--- config.mk ---
export PLATFORM = sky130hd
export DESIGN_NAME = scl_timing_gen
export DESIGN_NICKNAME = d
export VERILOG_FILES = /design/src/rtl/scl_tg_pkg.sv /design/src/rtl/scl_tg_prescale.sv /design/src/rtl/scl_tg_span_cnt.sv /design/src/rtl/scl_tg_len_sel.sv /design/src/rtl/scl_timing_gen.sv
export SDC_FILE = /design/constraint.sdc
export NUM_CORES = 1
export LEC_CHECK = 0
export ABC_CLOCK_PERIOD_IN_PS = 6600
export BUFFER_PORTS_ARGS = -buffer_cell sky130_fd_sc_hd__clkbuf_2
export CAP_MARGIN = 10
export CORE_ASPECT_RATIO = 1.75
export CORE_MARGIN = 5
export CORE_UTILIZATION = 61
export DETAILED_ROUTE_END_ITERATION = 6
export GPL_TIMING_DRIVEN = 0
export PLACE_DENSITY = 0.86
export RECOVER_POWER = 50
export SLEW_MARGIN = 20
export SYNTH_ARGS = -nofsm -noshare
export SYNTH_HDL_FRONTEND = slang
export SYNTH_SLANG_ARGS = --single-unit
--- constraint.sdc ---
create_clock -name clk -period 6.6 [get_ports clk]
set_input_delay 1.98 -clock clk [delete_from_list [all_inputs] [get_ports clk]]
set_output_delay 1.98 -clock clk [all_outputs]
set_load 0.02 [all_outputs]
--- src/rtl/scl_tg_pkg.sv ---
package scl_tg_pkg;

    // SCL level currently generated
    typedef enum logic {
        PH_HIGH = 1'b0,
        PH_LOW  = 1'b1
    } scl_phase_e;

    // fixed number of ticks added to every programmed phase field
    parameter int SCL_TG_OFFSET_DEF = 6;

endpackage

--- src/rtl/scl_tg_prescale.sv ---
module scl_tg_prescale #(
    parameter int PSC_W = 8
) (
    input  logic             clk,
    input  logic             rst_n,
    input  logic             clr,
    input  logic             bypass,
    input  logic [PSC_W-1:0] div,
    output logic             tick
);
    logic [PSC_W-1:0] cnt_d, cnt_q;

    assign tick = bypass || (cnt_q == div);

    always_comb begin
        cnt_d = cnt_q;
        if (clr || tick) begin
            cnt_d = '0;
        end else begin
            cnt_d = cnt_q + PSC_W'(1);
        end
    end

    always_ff @(posedge clk or negedge rst_n) begin
        if (!rst_n) begin
            cnt_q <= '0;
        end else begin
            cnt_q <= cnt_d;
        end
    end
endmodule

--- src/rtl/scl_tg_span_cnt.sv ---
module scl_tg_span_cnt #(
    parameter int LEN_W = 9
) (
    input  logic             clk,
    input  logic             rst_n,
    input  logic             clr,
    input  logic             tick,
    input  logic [LEN_W-1:0] len,
    output logic             done
);
    logic [LEN_W-1:0] cnt_d, cnt_q;

    assign done = tick && (cnt_q == (len - LEN_W'(1)));

    always_comb begin
        cnt_d = cnt_q;
        if (clr || done) begin
            cnt_d = '0;
        end else if (tick) begin
            cnt_d = cnt_q + LEN_W'(1);
        end
    end

    always_ff @(posedge clk or negedge rst_n) begin
        if (!rst_n) begin
            cnt_q <= '0;
        end else begin
            cnt_q <= cnt_d;
        end
    end
endmodule

--- src/rtl/scl_tg_len_sel.sv ---
module scl_tg_len_sel #(
    parameter int FIELD_W = 8,
    parameter int OFFSET  = 6,
    parameter int LEN_W   = 9
) (
    input  logic [2*FIELD_W-1:0] cfg,
    input  logic                 use_hs,
    output logic [LEN_W-1:0]     len
);
    logic [FIELD_W-1:0] field;

    always_comb begin
        field = use_hs ? cfg[2*FIELD_W-1:FIELD_W] : cfg[FIELD_W-1:0];
        len   = LEN_W'(field) + LEN_W'(OFFSET);
    end
endmodule

--- src/rtl/scl_timing_gen.sv ---
module scl_timing_gen
    import scl_tg_pkg::*;
#(
    parameter int FIELD_W = 8,
    parameter int PSC_W   = 8,
    parameter int OFFSET  = SCL_TG_OFFSET_DEF
) (
    input  logic                 clk,
    input  logic                 rst_n,
    input  logic                 gen_en,
    input  logic                 hs_mode,
    input  logic                 hs_phase,
    input  logic [PSC_W-1:0]     prescale,
    input  logic [2*FIELD_W-1:0] low_cfg,
    input  logic [2*FIELD_W-1:0] high_cfg,
    output logic                 scl_pull_low,
    output logic                 scl_fall_stb,
    output logic                 scl_rise_stb
);
    localparam int LEN_W = $clog2((1 << FIELD_W) + OFFSET + 1);

    typedef struct packed {
        logic             active;
        scl_phase_e       phase;
        logic             hs_sel;
        logic [PSC_W-1:0] psc;
        logic [LEN_W-1:0] len;
        logic             pull;
        logic             fall;
        logic             rise;
    } gen_state_t;

    gen_state_t st_d, st_q;

    logic             tick;
    logic             span_done;
    logic             hs_next;
    logic [LEN_W-1:0] low_len;
    logic [LEN_W-1:0] high_len;
    logic             hs_active;

    // stage choice captured on the coming low-to-high transition
    assign hs_next   = hs_mode && hs_phase;
    assign hs_active = st_q.hs_sel;

    scl_tg_prescale #(.PSC_W(PSC_W)) u_psc (
        .clk    (clk),
        .rst_n  (rst_n),
        .clr    (!st_q.active),
        .bypass (st_q.hs_sel),
        .div    (st_q.psc),
        .tick   (tick)
    );

    scl_tg_span_cnt #(.LEN_W(LEN_W)) u_span (
        .clk   (clk),
        .rst_n (rst_n),
        .clr   (!st_q.active),
        .tick  (tick),
        .len   (st_q.len),
        .done  (span_done)
    );

    // low phases keep the current stage; high phases use the newly sampled one
    scl_tg_len_sel #(.FIELD_W(FIELD_W), .OFFSET(OFFSET), .LEN_W(LEN_W)) u_low_len (
        .cfg    (low_cfg),
        .use_hs (st_q.hs_sel),
        .len    (low_len)
    );

    scl_tg_len_sel #(.FIELD_W(FIELD_W), .OFFSET(OFFSET), .LEN_W(LEN_W)) u_high_len (
        .cfg    (high_cfg),
        .use_hs (hs_next),
        .len    (high_len)
    );

    always_comb begin
        st_d      = st_q;
        st_d.fall = 1'b0;
        st_d.rise = 1'b0;
        if (!gen_en) begin
            st_d = '0;
        end else if (!st_q.active) begin
            st_d.active = 1'b1;
            st_d.phase  = PH_LOW;
            st_d.hs_sel = 1'b0;
            st_d.psc    = prescale;
            st_d.len    = low_len;
            st_d.pull   = 1'b1;
            st_d.fall   = 1'b1;
        end else if (span_done) begin
            st_d.psc = prescale;
            if (st_q.phase == PH_LOW) begin
                st_d.phase  = PH_HIGH;
                st_d.hs_sel = hs_next;
                st_d.len    = high_len;
                st_d.pull   = 1'b0;
                st_d.rise   = 1'b1;
            end else begin
                st_d.phase = PH_LOW;
                st_d.len   = low_len;
                st_d.pull  = 1'b1;
                st_d.fall  = 1'b1;
            end
        end
    end

    always_ff @(posedge clk or negedge rst_n) begin
        if (!rst_n) begin
            st_q <= '0;
        end else begin
            st_q <= st_d;
        end
    end

    assign scl_pull_low = st_q.pull;
    assign scl_fall_stb = st_q.fall;
    assign scl_rise_stb = st_q.rise;
endmodule

# [After elaboration in Yosys (flattened, before gate mapping)]
# Cells that the tools add are included.
# W data, S select, Z words.
[classes] n_bitwise=0 eq_ne=4 n_div=0 n_mux=13 order_cmp=0 n_reduce_logical=8 shifts=0 add_sub_neg=5 mul=0
[op_table] operator="$mux W8" n=3
[op_table] operator="$mux W23" n=1
[op_table] operator="$mux W22" n=1
[op_table] operator="$mux W21" n=1
[op_table] operator="$add A8 B3 Y9 const B" n=2
[op_table] operator="$mux W9" n=2
[op_table] operator="$mux W10" n=1
[op_table] operator="$add A9 B1 Y9 const B" n=1
[op_table] operator="$eq A9 B9 Y1" n=1
[op_table] operator="$sub A9 B1 Y9 const B" n=1
[op_table] operator="$add A8 B1 Y8 const B" n=1
[op_table] operator="$eq A8 B8 Y1" n=1
[op_table] operator="$mux W1" n=4
[op_table] operator="$logic_or A1 B1 Y1" n=3
[op_table] operator="$ne A3 B2 Y1 const B" n=1
[op_table] operator="$ne A3 B3 Y1 const B" n=1
[op_table] operator="$logic_and A1 B1 Y1" n=2
[op_table] operator="$reduce_and A2 Y1" n=1
[op_table] operator="$reduce_bool A2 Y1" n=1
[op_table] operator="$logic_not A1 Y1" n=1
[totals] rom_bits=0 input_bits=45 mem_bits_rw=0 latchBits=0 reg_bits=40 mem_count=0 word_cells=40

# [Depth between registers and ports, before layout]
[depth] ltp_word=7 depth_mapped=10

# [Hierarchy]
# From an unflattened synthesis, not the netlist that was laid out.
[unflattened] cells_unflattened=288 hier_area_um2=2735.1
[by_module_without_submodules] mod="scl_timing_gen" area_each_um2=984.7 n_inst=1 cells_per_inst=97
[by_module_without_submodules] mod="scl_tg_span_cnt" area_each_um2=765.7 n_inst=1 cells_per_inst=84
[by_module_without_submodules] mod="scl_tg_len_sel" area_each_um2=274.0 n_inst=2 cells_per_inst=32
[by_module_without_submodules] mod="scl_tg_prescale" area_each_um2=436.7 n_inst=1 cells_per_inst=43

# [Least setup slack after synthesis]
# OpenSTA, ideal clock, no wires.
[synth_path] path_type="input to register" startpoint="in hs_mode" endpoint="reg st_q[10] in the netlist's numbering" setup_ps=126 stages=8 t_arrival_ps=3597 path_slack_ps=2877 cell_sequence="nand2_1 -> clkbuf_1 -> mux2i_1 -> ha_1 -> or4_1 -> and3_1 -> o21ai_0 -> mux2i_1"
[synth_via] elab_chain_cells=7
[synth_lines] item="start, declared" line="scl_timing_gen.sv:11" text="input logic hs_mode,"
[synth_lines] item="$logic_and A1 B1 Y1" line="scl_timing_gen.sv:43" text="assign hs_next = hs_mode && hs_phase;"
[synth_lines] item="$mux W8" line="scl_tg_len_sel.sv:13" text="field = use_hs ? cfg[2*FIELD_W-1:FIELD_W] : cfg[FIELD_W-1:0];"
[synth_lines] item="$add A8 B3 Y9" line="scl_tg_len_sel.sv:14" text="len = LEN_W'(field) + LEN_W'(OFFSET);"
[synth_lines] item="$mux W10" line="scl_timing_gen.sv:93" text="if (st_q.phase == PH_LOW) begin"
[synth_lines] item="$mux W22" line="scl_timing_gen.sv:91" text="end else if (span_done) begin"
[synth_lines] item="$mux W21" line="scl_timing_gen.sv:83" text="end else if (!st_q.active) begin"
[synth_lines] item="$mux W23" line="scl_timing_gen.sv:81" text="if (!gen_en) begin"
[synth_lines] item="end signal, assigned" line="scl_timing_gen.sv:112" text="st_q <= st_d;"
[synth_lines] item="end, declared" line="scl_timing_gen.sv:33" text="gen_state_t st_d, st_q;"
# No other way between the ends. The select of a mux whose other input is x is not followed.
# A chain may end at the register's enable or synchronous reset.

# [Final worst setup path]
# Ends and elaborated chain as after synthesis.

==> results.json <==
{
  "postRouteAntennaNets": 0,
  "die_h_um": 98.6,
  "wl_um": 6870,
  "grt_pass1_wl_um": 11700,
  "syn_area_um2": 2730,
  "drv_cap": 1,
  "fin_nets": 403,
  "numPortBuffers": 47,
  "drt_iter0_drc": 63,
  "worstSetupPathType": "primary input to flop",
  "status": "finished with violations",
  "syn_nets": 349,
  "synth_compound_area_share_pct": 12.2,
  "dp_hpwl_um": 5380,
  "cts_made_buffers": 5,
  "core_area_um2": 4360,
  "synth.avg_cell_area_um2": 9.14,
  "violations": "capacitance limit, slew limit",
  "period_needed_ns": 3.85,
  "die_w_um": 60.6,
  "numClockSinks": 39,
  "synth_mux_area_share_pct": 9.93,
  "grt.overflow.total": 0,
  "ys_warn_count": 0,
  "hold_violations": 0,
  "vias": 2492,
  "start_util_pct": 62.6,
  "synth_xor_area_share_pct": 13.8,
  "dieArea_um2": 5970,
  "drive_gt1_share_pct": 17.8,
  "place_ws_ns": 2.50,
  "cts_root_buf": "clkbuf_8",
  "synthArstFlopShare_pct": 100,
  "drv_slew": 40,
  "synthFlopType": "dfrtp_1",
  "irDropWorstVdd_mv": 0.199,
  "instances_no_fill": 405,
  "worstPathMaxFanout": 10,
  "grt_pass1_vias": 2723,
  "min_path_type": "flop to flop",
  "wl_per_cell_um": 17.0,
  "io_pins": 48,
  "post-place-cells": 397,
  "setup_slack_ns": 2.75,
  "fmax_ghz": 0.259,
  "setup_viol": 0,
  "fin_crit_sh_pct": 58.4,
  "rows": 32,
  "power_uw": 646,
  "cts_max_level": 2,
  "antenna_found_initial": 0,
  "cts-resized-gates": 0,
  "insertion_delay_ns": 0.30,
  "synth-edff-count": 0,
  "synth_fa_ha_area_share_pct": 2.29,
  "critPathArrivalTime_ns": 4.02,
  "rsz0062_at_grt": "false",
  "cts_max_path_buffers": 2,
  "synthSimpleGateAreaFrac_pct": 22.2,
  "drt_pass1_iterations": 4,
  "synthCells": 299,
  "powerDensity_nw_per_um2": 204,
  "tightest_slew_ns": 2.04,
  "cts_tree": "done",
  "netlist-cell-type-count": 51,
  "cts_setup_buffers": 0,
  "synth.ff_latch_count": 39,
  "clkTransAtPathRegs_ns": 0.09,
  "grt_start_max_net_pins": 40,
  "gr-usage-all-layers_pct": 25.4,
  "finClkSkew_ns": 0.0121,
  "fin_tns_setup_ns": 0,
  "start_kind": "primary input",
  "drc": 0,
  "slew_headroom_pct": -36.1,
  "fill_cells": 322,
  "seq_area_frac_synth_pct": 35.7,
  "area_growth_pct": 15.8,
  "p_leak_nw": 1.44,
  "holdBufCountCts": 0,
  "required_ns": 6.77,
  "via_per_inst": 6.15,
  "synth_top_family_by_area": "simple AND/OR/NAND/NOR gates",
  "place.gp.congestion": 0.891,
  "critPathCaptureType": "flop",
  "diodes": 0
}
[worst max-delay path, cell delays in order]
cell and delay (ns):
clkbuf_2 0.13, nand2_1 0.09, clkbuf_1 0.40, mux2i_1 0.18
ha_1 0.29, or4_1 0.53, and3_1 0.17, o21ai_0 0.16
mux2i_1 0.10
[kinds of logic after synthesis]
family,count (synthesis)
AO/OA/AOI/OAI,46
flip-flops,39
multiplexers,27
XOR/XNOR,43
adder cells (fa/ha/maj),5
buffers and inverters,24
AND/OR/NAND/NOR,115
[final cells by class]
class / instances / area, um2 / area share [%]
clock buffer: 5 / 68.8 / 2.17
timing repair buffer: 47 / 233 / 7.35
inverter: 7 / 26.3 / 0.830
multi-input combinational: 236 / 1650 / 52.2
clock inverter: 3 / 67.6 / 2.13
tap: 51 / 63.8 / 2.02
sequential: 39 / 976 / 30.8
buffer: 17 / 80.1 / 2.53
[path summary, 6_finish.rpt]
kind                                 from         endpoint  slack (ns)  depth (start not counted)
min in group asynchronous           rst_n   u_psc.cnt_q[7]        2.26                          1
max in group asynchronous           rst_n  u_span.cnt_q[8]        3.16                          1
worst max-delay path              hs_mode         st_q[10]        2.75                          9
worst max register to register  hs_active         st_q[10]        3.71                          9
worst min register to register   st_q[17]         st_q[17]        0.55                          2
worst min-delay path             st_q[17]         st_q[17]        0.55                          2
[registers in the layout (all words and copies together) (netlist names)]
name and flops:
scl_fall_stb 1, u_psc.cnt_q 8, u_span.cnt_q 9, scl_rise_stb 1, st_q 19, hs_active 1
[Yosys cell counts, types with 2 or more instances]
| library cell | count | area (um2) |
|---|---|---|
| clkbuf_1 | 14 | 52.6 |
| nand2_1 | 36 | 135 |
| o21ai_0 | 3 | 15.0 |
| and2_1 | 5 | 31.3 |
| and4_1 | 4 | 35.0 |
| a31oi_1 | 4 | 25.0 |
| a21oi_1 | 6 | 30.0 |
| nand3b_1 | 2 | 15.0 |
| a211o_1 | 2 | 17.5 |
| dfrtp_1 | 39 | 976 |
| or4_1 | 2 | 15.0 |
| nand3_1 | 12 | 60.1 |
| o31ai_1 | 3 | 22.5 |
| o211ai_1 | 2 | 15.0 |
| mux2i_1 | 26 | 260 |
| nor2_1 | 24 | 90.1 |
| buf_6 | 2 | 22.5 |
| ha_1 | 5 | 62.6 |
| nor4_4 | 2 | 42.5 |
| nor3_1 | 5 | 25.0 |
| or3_1 | 3 | 18.8 |
| xnor2_1 | 21 | 184 |
| o21ai_1 | 2 | 10.0 |
| nor2b_1 | 2 | 12.5 |
| and3_1 | 5 | 31.3 |
| xor2_1 | 22 | 193 |
| a211oi_1 | 11 | 82.6 |
| nand4_1 | 7 | 43.8 |
| inv_1 | 6 | 22.5 |
[cell usage in the layout, fill, tap and decap left out, drive strengths merged, types with 2 or more instances in the layout]
master / count
buf: 3
o21ai: 5
nand2: 36
nor2b: 2
a31oi: 4
nand3: 12
nor2: 24
a21oi: 7
and2: 5
inv: 6
nor4: 3
or3: 3
mux2i: 26
bufinv: 2
xnor2: 21
nand3b: 2
o211ai: 2
and3: 5
ha: 5
nor3: 6
nand4: 7
clkbuf: 66
or4: 3
xor2: 22
dfrtp: 39
a211oi: 11
o31ai: 3
and4: 4
a211o: 2
[metrics by stage]
step	hold slack [ns]	utilization (%)	cell area, um2
5_1_grt	0.579	72.6	3170
2_1_floorplan	0.505	-	2730
4_1_cts	0.555	72.6	3170
3_3_place_gp	0.530	69.5	3030
3_5_place_dp	0.543	69.5	3030
6_report	0.552	72.6	3170
[per-layer routing]
| layer | track usage, % | vias up | wire length (um) |
|---|---|---|---|
| li1 | - | 1175 | - |
| met3 | 4.33 | 35 | 349 |
| met4 | 16.7 | 0 | 405 |
| met5 | 0 | - | 0 |
| met1 | 24.2 | 1181 | 2160 |
| met2 | 46.2 | 101 | 3950 |
[where the power goes]
group	leakage, nW	internal (mW)	total [mW]	switching (mW)
Clock	0.0644	0.151	0.238	0.0874
Sequential	0.525	0.251	0.268	0.0171
Combinational	0.848	0.0585	0.139	0.0807
Total	1.44	0.461	0.646	0.185
No activity file was read; power rests on OpenSTA's default activity.
